==> src/rtl/sram_ctrl_pkg.sv <==
package sram_ctrl_pkg;

   typedef enum logic [2:0] {
      SC_IDLE     = 3'd0,
      SC_RD_ACC   = 3'd1,
      SC_WR_LEAD  = 3'd2,
      SC_WR_PULSE = 3'd3,
      SC_WR_HOLD  = 3'd4,
      SC_RECOV    = 3'd5
   } sc_state_e;

   // ceiling of ns / period, never below one cycle
   function automatic int ns_to_cyc(input int ns, input int period);
      int c;
      c = (ns + period - 1) / period;
      return (c < 1) ? 1 : c;
   endfunction

   function automatic int imax(input int a, input int b);
      return (a > b) ? a : b;
   endfunction

endpackage

==> src/rtl/sram_phase_tmr.sv <==
module sram_phase_tmr #(
   parameter int CNT_W = 4
) (
   input  logic             clk,
   input  logic             rst_n,
   input  logic             load,
   input  logic [CNT_W-1:0] load_val,
   output logic             zero
);

   logic [CNT_W-1:0] cnt_q;

   always_ff @(posedge clk or negedge rst_n) begin
      if (!rst_n)              cnt_q <= '0;
      else if (load)           cnt_q <= load_val;
      else if (cnt_q != '0)    cnt_q <= cnt_q - 1'b1;
   end

   assign zero = (cnt_q == '0);

   // the count only moves downward between loads
   AST_TMR_DOWN: assert property (@(posedge clk) disable iff (!rst_n)
      (!load && !zero) |=> (cnt_q == $past(cnt_q) - 1'b1));

endmodule

==> src/rtl/sram_seq_fsm.sv <==
module sram_seq_fsm
   import sram_ctrl_pkg::*;
#(
   parameter int ACC_CYC    = 7,
   parameter int PULSE_CYC  = 5,
   parameter int HOLD_CYC   = 1,
   parameter int RD_REC_CYC = 3,
   parameter int WR_REC_CYC = 1,
   parameter int CNT_W      = 4
) (
   input  logic             clk,
   input  logic             rst_n,
   input  logic             req_valid,
   input  logic             req_write,
   input  logic             tmr_zero,
   output sc_state_e        st_q,
   output sc_state_e        st_nxt,
   output logic             req_fire,
   output logic             tmr_load,
   output logic [CNT_W-1:0] tmr_val,
   output logic             rd_sample,
   output logic             ack_nxt
);

   assign req_fire  = req_valid && (st_q == SC_IDLE);
   assign rd_sample = (st_q == SC_RD_ACC) && tmr_zero;

   always_comb begin
      st_nxt   = st_q;
      tmr_load = 1'b0;
      tmr_val  = '0;
      ack_nxt  = 1'b0;
      unique case (st_q)
         SC_IDLE: begin
            if (req_fire) begin
               tmr_load = 1'b1;
               if (req_write) begin
                  st_nxt  = SC_WR_LEAD;
                  tmr_val = '0;
               end else begin
                  st_nxt  = SC_RD_ACC;
                  tmr_val = CNT_W'(ACC_CYC - 1);
               end
            end
         end
         SC_RD_ACC: begin
            if (tmr_zero) begin
               st_nxt   = SC_RECOV;
               tmr_load = 1'b1;
               tmr_val  = CNT_W'(RD_REC_CYC - 1);
               ack_nxt  = 1'b1;
            end
         end
         SC_WR_LEAD: begin
            if (tmr_zero) begin
               st_nxt   = SC_WR_PULSE;
               tmr_load = 1'b1;
               tmr_val  = CNT_W'(PULSE_CYC - 1);
            end
         end
         SC_WR_PULSE: begin
            if (tmr_zero) begin
               st_nxt   = SC_WR_HOLD;
               tmr_load = 1'b1;
               tmr_val  = CNT_W'(HOLD_CYC - 1);
               ack_nxt  = 1'b1;
            end
         end
         SC_WR_HOLD: begin
            if (tmr_zero) begin
               st_nxt   = SC_RECOV;
               tmr_load = 1'b1;
               tmr_val  = CNT_W'(WR_REC_CYC - 1);
            end
         end
         SC_RECOV: begin
            if (tmr_zero) st_nxt = SC_IDLE;
         end
         default: st_nxt = SC_IDLE;
      endcase
   end

   always_ff @(posedge clk or negedge rst_n) begin
      if (!rst_n) st_q <= SC_IDLE;
      else        st_q <= st_nxt;
   end

   // a read access leaves only through recovery, never straight to idle
   AST_RD_TO_RECOV: assert property (@(posedge clk) disable iff (!rst_n)
      (st_q == SC_RD_ACC) |=> (st_q == SC_RD_ACC || st_q == SC_RECOV));

endmodule

==> src/rtl/sram_strobe_gen.sv <==
module sram_strobe_gen
   import sram_ctrl_pkg::*;
#(
   parameter bit WE_CONTROLLED = 1'b1
) (
   input  logic      clk,
   input  logic      rst_n,
   input  sc_state_e st_nxt,
   output logic      ce_n,
   output logic      oe_n,
   output logic      we_n
);

   logic ce_d, we_d, oe_d;

   assign oe_d = !(st_nxt == SC_RD_ACC);

   generate
      if (WE_CONTROLLED) begin : g_we_frames
         // select leads, write strobe falls last and rises first
         assign ce_d = !(st_nxt == SC_RD_ACC  || st_nxt == SC_WR_LEAD ||
                         st_nxt == SC_WR_PULSE || st_nxt == SC_WR_HOLD);
         assign we_d = !(st_nxt == SC_WR_PULSE);
      end else begin : g_ce_frames
         // write strobe leads, select falls last and rises first
         assign ce_d = !(st_nxt == SC_RD_ACC || st_nxt == SC_WR_PULSE);
         assign we_d = !(st_nxt == SC_WR_LEAD || st_nxt == SC_WR_PULSE ||
                         st_nxt == SC_WR_HOLD);
      end
   endgenerate

   always_ff @(posedge clk or negedge rst_n) begin
      if (!rst_n) begin
         ce_n <= 1'b1;
         oe_n <= 1'b1;
         we_n <= 1'b1;
      end else begin
         ce_n <= ce_d;
         oe_n <= oe_d;
         we_n <= we_d;
      end
   end

   AST_OE_HIGH_IN_WRITE: assert property (@(posedge clk) disable iff (!rst_n)
      !we_n |-> oe_n);

endmodule

==> src/rtl/sram_dbus.sv <==
module sram_dbus
   import sram_ctrl_pkg::*;
#(
   parameter int ADDR_W = 11,
   parameter int DATA_W = 8
) (
   input  logic              clk,
   input  logic              rst_n,
   input  logic              req_fire,
   input  logic [ADDR_W-1:0] req_addr,
   input  logic [DATA_W-1:0] req_wdata,
   input  sc_state_e         st_nxt,
   input  logic              rd_sample,
   input  logic [DATA_W-1:0] mem_dq_in,
   output logic [ADDR_W-1:0] mem_addr,
   output logic [DATA_W-1:0] mem_dq_out,
   output logic              mem_dq_oe,
   output logic [DATA_W-1:0] rdata
);

   logic drv_d;
   assign drv_d = (st_nxt == SC_WR_LEAD) || (st_nxt == SC_WR_PULSE);

   always_ff @(posedge clk or negedge rst_n) begin
      if (!rst_n) begin
         mem_addr   <= '0;
         mem_dq_out <= '0;
         mem_dq_oe  <= 1'b0;
         rdata      <= '0;
      end else begin
         if (req_fire) begin
            mem_addr   <= req_addr;
            mem_dq_out <= req_wdata;
         end
         mem_dq_oe <= drv_d;
         if (rd_sample) rdata <= mem_dq_in;
      end
   end

   AST_WDATA_HELD: assert property (@(posedge clk) disable iff (!rst_n)
      (mem_dq_oe && $past(mem_dq_oe)) |-> $stable(mem_dq_out));

endmodule

==> src/rtl/sram_cycle_ctrl.sv <==
module sram_cycle_ctrl
   import sram_ctrl_pkg::*;
#(
   parameter int ADDR_W        = 11,
   parameter int DATA_W        = 8,
   parameter int CLK_PERIOD_NS = 10,
   parameter int T_CYCLE_NS    = 70,
   parameter int T_AA_NS       = 70,
   parameter int T_ACE_NS      = 70,
   parameter int T_AOE_NS      = 35,
   parameter int T_WP_NS       = 50,
   parameter int T_DS_NS       = 30,
   parameter int T_DH_NS       = 5,
   parameter int T_HZ_NS       = 25,
   parameter int T_REC_NS      = 10,
   parameter bit WE_CONTROLLED = 1'b1
) (
   input  logic              clk,
   input  logic              rst_n,
   input  logic              req_valid,
   input  logic              req_write,
   input  logic [ADDR_W-1:0] req_addr,
   input  logic [DATA_W-1:0] req_wdata,
   output logic              busy,
   output logic              ack,
   output logic [DATA_W-1:0] rdata,
   output logic [ADDR_W-1:0] mem_addr,
   output logic              mem_ce_n,
   output logic              mem_oe_n,
   output logic              mem_we_n,
   output logic [DATA_W-1:0] mem_dq_out,
   output logic              mem_dq_oe,
   input  logic [DATA_W-1:0] mem_dq_in
);

   localparam int CYC_RC    = ns_to_cyc(T_CYCLE_NS, CLK_PERIOD_NS);
   localparam int ACC_CYC   = imax(imax(ns_to_cyc(T_AA_NS,  CLK_PERIOD_NS),
                                        ns_to_cyc(T_ACE_NS, CLK_PERIOD_NS)),
                                   ns_to_cyc(T_AOE_NS, CLK_PERIOD_NS));
   localparam int PULSE_CYC = imax(ns_to_cyc(T_WP_NS, CLK_PERIOD_NS),
                                   ns_to_cyc(T_DS_NS, CLK_PERIOD_NS));
   localparam int HOLD_CYC  = ns_to_cyc(T_DH_NS, CLK_PERIOD_NS);
   localparam int REC_CYC   = ns_to_cyc(T_REC_NS, CLK_PERIOD_NS);
   localparam int HZ_CYC    = ns_to_cyc(T_HZ_NS, CLK_PERIOD_NS);
   localparam int RD_REC    = imax(imax(REC_CYC, HZ_CYC), CYC_RC - ACC_CYC);
   localparam int WR_REC    = imax(REC_CYC, CYC_RC - 1 - PULSE_CYC - HOLD_CYC);
   localparam int MAX_CYC   = imax(imax(ACC_CYC, PULSE_CYC),
                                   imax(imax(HOLD_CYC, RD_REC), WR_REC));
   localparam int CNT_W     = $clog2(MAX_CYC + 1);

   generate
      if (ADDR_W < 1 || DATA_W < 1) begin : g_bad_width
         $error("sram_cycle_ctrl: address and data widths must be positive");
      end
      if (CLK_PERIOD_NS < 1) begin : g_bad_period
         $error("sram_cycle_ctrl: clock period must be at least 1 ns");
      end
   endgenerate

   sc_state_e        st_q, st_nxt;
   logic             req_fire, tmr_load, tmr_zero, rd_sample, ack_nxt;
   logic [CNT_W-1:0] tmr_val;

   sram_seq_fsm #(
      .ACC_CYC    (ACC_CYC),
      .PULSE_CYC  (PULSE_CYC),
      .HOLD_CYC   (HOLD_CYC),
      .RD_REC_CYC (RD_REC),
      .WR_REC_CYC (WR_REC),
      .CNT_W      (CNT_W)
   ) i_fsm (
      .clk       (clk),
      .rst_n     (rst_n),
      .req_valid (req_valid),
      .req_write (req_write),
      .tmr_zero  (tmr_zero),
      .st_q      (st_q),
      .st_nxt    (st_nxt),
      .req_fire  (req_fire),
      .tmr_load  (tmr_load),
      .tmr_val   (tmr_val),
      .rd_sample (rd_sample),
      .ack_nxt   (ack_nxt)
   );

   sram_phase_tmr #(.CNT_W(CNT_W)) i_tmr (
      .clk      (clk),
      .rst_n    (rst_n),
      .load     (tmr_load),
      .load_val (tmr_val),
      .zero     (tmr_zero)
   );

   sram_strobe_gen #(.WE_CONTROLLED(WE_CONTROLLED)) i_strobe (
      .clk    (clk),
      .rst_n  (rst_n),
      .st_nxt (st_nxt),
      .ce_n   (mem_ce_n),
      .oe_n   (mem_oe_n),
      .we_n   (mem_we_n)
   );

   sram_dbus #(.ADDR_W(ADDR_W), .DATA_W(DATA_W)) i_dbus (
      .clk        (clk),
      .rst_n      (rst_n),
      .req_fire   (req_fire),
      .req_addr   (req_addr),
      .req_wdata  (req_wdata),
      .st_nxt     (st_nxt),
      .rd_sample  (rd_sample),
      .mem_dq_in  (mem_dq_in),
      .mem_addr   (mem_addr),
      .mem_dq_out (mem_dq_out),
      .mem_dq_oe  (mem_dq_oe),
      .rdata      (rdata)
   );

   always_ff @(posedge clk or negedge rst_n) begin
      if (!rst_n) ack <= 1'b0;
      else        ack <= ack_nxt;
   end

   assign busy = (st_q != SC_IDLE);

   AST_NO_BUS_FIGHT: assert property (@(posedge clk) disable iff (!rst_n)
      mem_dq_oe |-> mem_oe_n);
   AST_ADDR_HELD: assert property (@(posedge clk) disable iff (!rst_n)
      (busy && $past(busy)) |-> $stable(mem_addr));
   AST_IDLE_QUIET: assert property (@(posedge clk) disable iff (!rst_n)
      !busy |-> (mem_ce_n && mem_we_n && mem_oe_n && !mem_dq_oe));
   AST_ACK_SINGLE: assert property (@(posedge clk) disable iff (!rst_n)
      ack |=> !ack);

endmodule

==> config.mk <==
export PLATFORM = sky130hd
export DESIGN_NAME = sram_cycle_ctrl
export DESIGN_NICKNAME = d
export VERILOG_FILES = /design/src/rtl/sram_ctrl_pkg.sv /design/src/rtl/sram_phase_tmr.sv /design/src/rtl/sram_seq_fsm.sv /design/src/rtl/sram_strobe_gen.sv /design/src/rtl/sram_dbus.sv /design/src/rtl/sram_cycle_ctrl.sv
export SDC_FILE = /design/constraint.sdc
export NUM_CORES = 1
export LEC_CHECK = 0
export BUFFER_PORTS_ARGS = -buffer_cell sky130_fd_sc_hd__buf_2
export CORE_MARGIN = 1
export CORE_UTILIZATION = 43
export DETAILED_ROUTE_END_ITERATION = 8
export GPL_TIMING_DRIVEN = 0
export PLACE_DENSITY_LB_ADDON = 0.2
export SLEW_MARGIN = 10
export SYNTH_ARGS = -nofsm -noshare
export SYNTH_HDL_FRONTEND = slang
export SYNTH_HIERARCHICAL = 1
export SYNTH_SLANG_ARGS = --single-unit
==> constraint.sdc <==
create_clock -name clk -period 1.85 [get_ports clk]
set_input_delay 0 -clock clk [delete_from_list [all_inputs] [get_ports clk]]
set_output_delay 0 -clock clk [all_outputs]
set_load 0.005 [all_outputs]
# --- Yosys cells after proc, flatten, opt, wreduce, memory -nomap -nowiden ---
# Cells that the tools add are included.
classes:
  n_reduce_logical: 17
  mux: 18
  eq_ne: 9
  addsub: 1
ops:
  columns: ["operator", "n"]
  rows:
  - ["3-bit 2-to-1 mux", 10]
  - ["3-bit one-hot mux with 5 select lines", 1]
  - ["3-bit by 2-bit == test with 1-bit output, second input constant", 4]
  - ["3-bit == test, second input constant", 3]
  - ["3-bit one-hot mux with 3 select lines", 1]
  - ["3-bit by 1-bit == test with 1-bit output, second input constant", 2]
  - ["3-bit logical NOT", 2]
  - ["3-bit nonzero test", 2]
  - ["1-bit logical OR", 4]
  - ["2-bit 2-to-1 mux", 2]
  - ["2-bit OR reduction", 2]
  - ["4-bit OR reduction", 1]
  - ["1-bit logical NOT", 3]
  - ["1-bit 2-to-1 mux", 3]
  - ["3-bit by 1-bit subtractor with 3-bit output, second input constant", 1]
  - ["1-bit logical AND", 2]
  - ["1-bit one-hot mux with 2 select lines", 1]
  - ["2-bit nonzero test", 1]
word_totals:
  reg_bits: 38
  wordCells: 55
  out_inout_bits: 33

# --- Logic depth before layout (Yosys ltp) ---
logic_depth:
  depth_word: 9
  depth_mapped: 8
  depth_no_buf: 8

# --- Hierarchy ---
# The synthesis kept the hierarchy.
by_module_without_submodules:
  columns: ["mod", "cells_per_inst", "n_inst", "area_per_inst_um2"]
  rows:
  - ["sram_dbus", 59, 1, 1084.8]
  - ["sram_seq_fsm", 31, 1, 266.5]
  - ["sram_phase_tmr", 21, 1, 200.2]
  - ["sram_strobe_gen", 7, 1, 107.6]
  - ["sram_cycle_ctrl", 2, 1, 31.3]

# --- Worst setup path after synthesis ---
# OpenSTA, ideal clock, no wires.
synth_timing:
  path_kind: "flip-flop to flip-flop"
  start: "reg i_tmr.cnt_q[0]"
  end: "reg i_strobe.oe_n"
  required_ns: 1.762
  stages_incl_launch_ff: 8
  synth_period_minus_slack_ns: 1.734
  setup_slack_ns: 0.116
  arrival_ns: 1.645
  path_cell_list: "dfrtp_1 inv_1 ha_1 nand2b_1 inv_1 xnor2_1 a221oi_1 or3b_1"
synth_between:
  elab_chain_cells: 5
synth_rtl:
  columns: ["item", "line_no", "text"]
  rows:
  - ["start, declared", "sram_phase_tmr.sv:11", "logic [CNT_W-1:0] cnt_q;"]
  - ["start signal, assigned", "sram_phase_tmr.sv:15", "else if (load) cnt_q <= load_val;"]
  - ["start signal, assigned", "sram_phase_tmr.sv:16", "else if (cnt_q != '0) cnt_q <= cnt_q - 1'b1;"]
  - ["3-bit logical NOT (*)", "sram_phase_tmr.sv:19", "assign zero = (cnt_q == '0);"]
  - ["net tmr_zero", "sram_cycle_ctrl.sv:61", "logic req_fire, tmr_load, tmr_zero, rd_sample, ack_nxt;"]
  - ["3-bit 2-to-1 mux, on equally long branches", null, null]
  - ["3-bit one-hot mux with 5 select lines (*)", "sram_seq_fsm.sv:33", "unique case (st_q)"]
  - ["net st_nxt[0]", "sram_cycle_ctrl.sv:60", "sc_state_e st_q, st_nxt;"]
  - ["3-bit by 1-bit == test with 1-bit output (*)", "sram_strobe_gen.sv:16", "assign oe_d = !(st_nxt == SC_RD_ACC);"]
  - ["1-bit logical NOT (*)", "sram_strobe_gen.sv:16", null]
  - ["net i_strobe.oe_d", "sram_strobe_gen.sv:14", "logic ce_d, we_d, oe_d;"]
  - ["end signal, assigned", "sram_strobe_gen.sv:35", "oe_n <= 1'b1;"]
  - ["end signal, assigned", "sram_strobe_gen.sv:39", "oe_n <= oe_d;"]
  - ["end, declared", "sram_strobe_gen.sv:10", "output logic oe_n,"]
# Mark *: on every way through the listed nets, which the timed path passes. The rest lies on a longest branch.
# A chain may end at the register's enable or synchronous reset.

# --- Worst setup path after layout ---
layout_timing:
  start: "reg i_fsm.st_q[0]"
  end: "reg i_dbus.mem_dq_out[5]"
layout_between:
  elab_chain_cells: 2
layout_rtl:
  columns: ["item", "line_no", "text"]
  rows:
  - ["start, declared", "sram_seq_fsm.sv:16", "output sc_state_e st_q,"]
  - ["start signal, assigned", "sram_seq_fsm.sv:85", "else st_q <= st_nxt;"]
  - ["3-bit logical NOT", "sram_seq_fsm.sv:25", "assign req_fire = req_valid && (st_q == SC_IDLE);"]
  - ["1-bit logical AND", "sram_seq_fsm.sv:25", null]
  - ["net req_fire", "sram_cycle_ctrl.sv:61", null]
  - ["end signal, assigned", "sram_dbus.sv:33", "mem_dq_out <= req_wdata;"]
  - ["end, declared", "sram_dbus.sv:16", "output logic [DATA_W-1:0] mem_dq_out,"]
# The timed path passes the listed nets, and every way through them passes these cells.

==> impl_metrics.toml <==
[pwr]
ir_drop_mv = 0.863
power_density_mw_per_mm2 = 1570
p_leak_nw = 1.22
power.total_w = 0.00398

[cts]
root_buffer = "clkbuf_8"
numCtsBuffers = 5
cts_max_path_buffers = 2
cts_sinks = 38
tritoncts = "built"
clkLatencyLatePin_ns = 0.28
htree_num_levels = 2
path_clk_slew_ns = 0.07

[cells_and_area]
area_growth_pct = 50.0
fillers = 280
nets = 255
drive_gt1_frac = 0.547
finalInstanceArea_mm2 = 0.00253
mostFrequentLayoutCell = "buf_2"
seq_area_um2 = 955
multi_input_area_um2 = 713
final_cell_mix = "buf_2, dfrtp_1, dlygate4sd3_1"
diodes = 0
final_util = 0.682

[worst_setup_path]
worstPathMaxFanout = 10
cp-start-kind = "flip-flop"
criticalPathCategory = "flip-flop to flip-flop"
end_kind = "flip-flop"
reg2reg_depth = 6
critPathLaunch = "i_fsm/st_q[0]"
crit_end = "i_dbus/mem_dq_out[5]"
r2r-end = "i_dbus/mem_dq_out[5]"
arrival_ns = 1.92
cp_data_required_time_ns = 2.01
rrSetupSlack_ns = 0.1
rr_startpoint = "i_fsm/st_q[0]"

[placed_design]
dp_slack_ns = -0.193
portBuffers = 63
gp_congestion = 0.726
placed_cell_area_mm2 = 0.00207
dpl.hpwl_um = 2300

[synthesis]
synth_cell_types = 33
synth_top_area_share = 0.518
ys_top_cells_by_area = "dfrtp_1, mux2_2, mux2_4"
syn-num-nets = 153
synth_area_per_cell_um2 = 14.1
syn_inst = 120
syn_area_mm2 = 0.00169
yosysTopAreaCell = "dfrtp_1"
yosysSeqAreaShare = 0.565
ys_warn_count = 6
ys_seq_elements = 38

[detailed_routing]
first_iter_violations = 45
drc = 0
ant_nets = 0
vias = 1294
wl_per_cell_um = 13.0
avgViaCountPerCell = 4.77
routed_wl_um = 3530
drt_first_pass_iters = 4

[timing]
fin_crit_ns = 1.75
period_share = 0.947
worst_slew_pin_slew_ns = 0.806
tns_ns = 0
setup_ws_ns = 0.0975
hold_violations = 0
slew_headroom = 0.463
timing.fmax_mhz = 571
setup_viol = 0
slew_viol_final = 0
skew_ns = 0.00573

[grt]
antenna_found_initial = 0
grt-ovfl-total = 0
met3_usage = 0.0440
grt_pass1_wl_um = 5720
grt_usage = 0.182
use_met1 = 0.217
grt_max_degree = 39
grtUsageMet2 = 0.311
top_usage_layer = "met2"
grt_pass1_vias = 1289

[job]
max_cap_viol_count = 0

[die]
io_pins = 64
fp.dieH_um = 64.7
start_util = 0.455
placementRows = 22
die_x_um = 64.7
die-area_mm2 = 0.00419
core_mm2 = 0.00372

[hold_path]
min_path_type = "input pin to flip-flop"
whs_path_depth = 3

[outcome]
outcome = "complete, no violations"
per-layer routing:
metal | vias to the layer above | share of wire
met5 | - | 0
met2 | 42 | 0.49
li1 | 615 | -
met3 | 7 | 0.045
met4 | 0 | 0.018
met1 | 630 | 0.44
worst min path at each step:
stage / start / end / slack (ns)
floorplan: rst_n / ack / -0.30
global placement: rst_n / i_dbus/mem_addr[10] / 0.12
detailed placement: rst_n / i_dbus/mem_addr[10] / 0.14
CTS: req_write / i_fsm/st_q[1] / 0.09
global route: req_write / i_fsm/st_q[1] / 0.12
finish: req_write / i_fsm/st_q[1] / 0.11
kinds of logic (layout without fill, tap and decap cells):
| group | after synthesis | count (layout) | synth area share |
|---|---|---|---|
| DFF | 38 | 38 | 0.565 |
| muxes | 30 | 30 | 0.220 |
| AOI/OAI and AO/OA | 8 | 8 | 0.0385 |
| and+or+nand+nor | 28 | 28 | 0.107 |
| xor gates and xnor gates | 2 | 2 | 0.0104 |
| adders and majority gates | 2 | 2 | 0.0148 |
| other | 1 | 1 | 0.00222 |
| buffers and inverters | 11 | 114 | 0.0429 |
worst max-delay path: stages (launching register included):
cell	delay (ns)
dfrtp_1	0.38
buf_2	0.17
nor3_1	0.29
and2_1	0.19
buf_6	0.15
buf_12	0.15
mux2_4	0.30
where the power goes:
group	total, W	switching (W)	internal [W]
clock	0.000670	0.000267	0.000403
sequential	0.00150	0.000226	0.00127
combinational	0.00181	0.000737	0.00107
total	0.00398	0.00123	0.00275
synth_stat cells:
cell	number
and2_1	1
buf_12	1
mux2i_1	3
mux2_4	10
ha_1	2
nor2b_1	4
a311oi_1	1
or3_1	1
nor2_1	3
or3b_1	4
nor4b_1	2
inv_1	5
xnor2_1	1
or2_1	1
xor2_1	1
a31oi_1	1
conb_1	1
mux2_2	17
or2b_1	1
a21oi_1	2
nand3b_1	2
a211oi_2	1
buf_2	3
nand2_1	2
dfrtp_1	35
a21bo_2	1
nor3_1	2
dfstp_2	3
a221oi_1	2
buf_6	1
nand2b_1	4
buf_4	1
and2_2	1
layout make-up:
type | instances | share of cell area
multi-input combinational | 71 | 0.281
clock buffer | 7 | 0.0301
tap | 48 | 0.0237
inverter | 5 | 0.00740
sequential | 38 | 0.377
buffer | 6 | 0.0222
clock inverter | 1 | 0.0118
timing repair buffer | 95 | 0.247
registers in the layout, summed over array words and instances, names as in the netlist:
signal	flops
i_dbus/mem_addr	11
i_dbus/mem_dq_out	8
i_dbus/rdata	8
i_fsm/st_q	3
i_tmr/cnt_q	3
ack	1
i_dbus/mem_dq_oe	1
i_strobe/ce_n	1
i_strobe/oe_n	1
i_strobe/we_n	1
metrics by stage:
| stage | hold slack, ns | std cells |
|---|---|---|
| after floorplan | -0.296 | 120 |
| after global placement | 0.125 | 231 |
| after detailed placement | 0.140 | 231 |
| after CTS | 0.0860 | 271 |
| after global routing | 0.120 | 271 |
| final | 0.110 | 271 |
timing repair:
action	CTS	global route
setup endpoints to repair	13	12
gates cloned	0	0
hold buffers	28	0
pin swaps	2	2
resized for setup	9	3
endpoints found under the hold margin	62	0
setup buffers	4	0
Power figures use the tool's default switching activity.
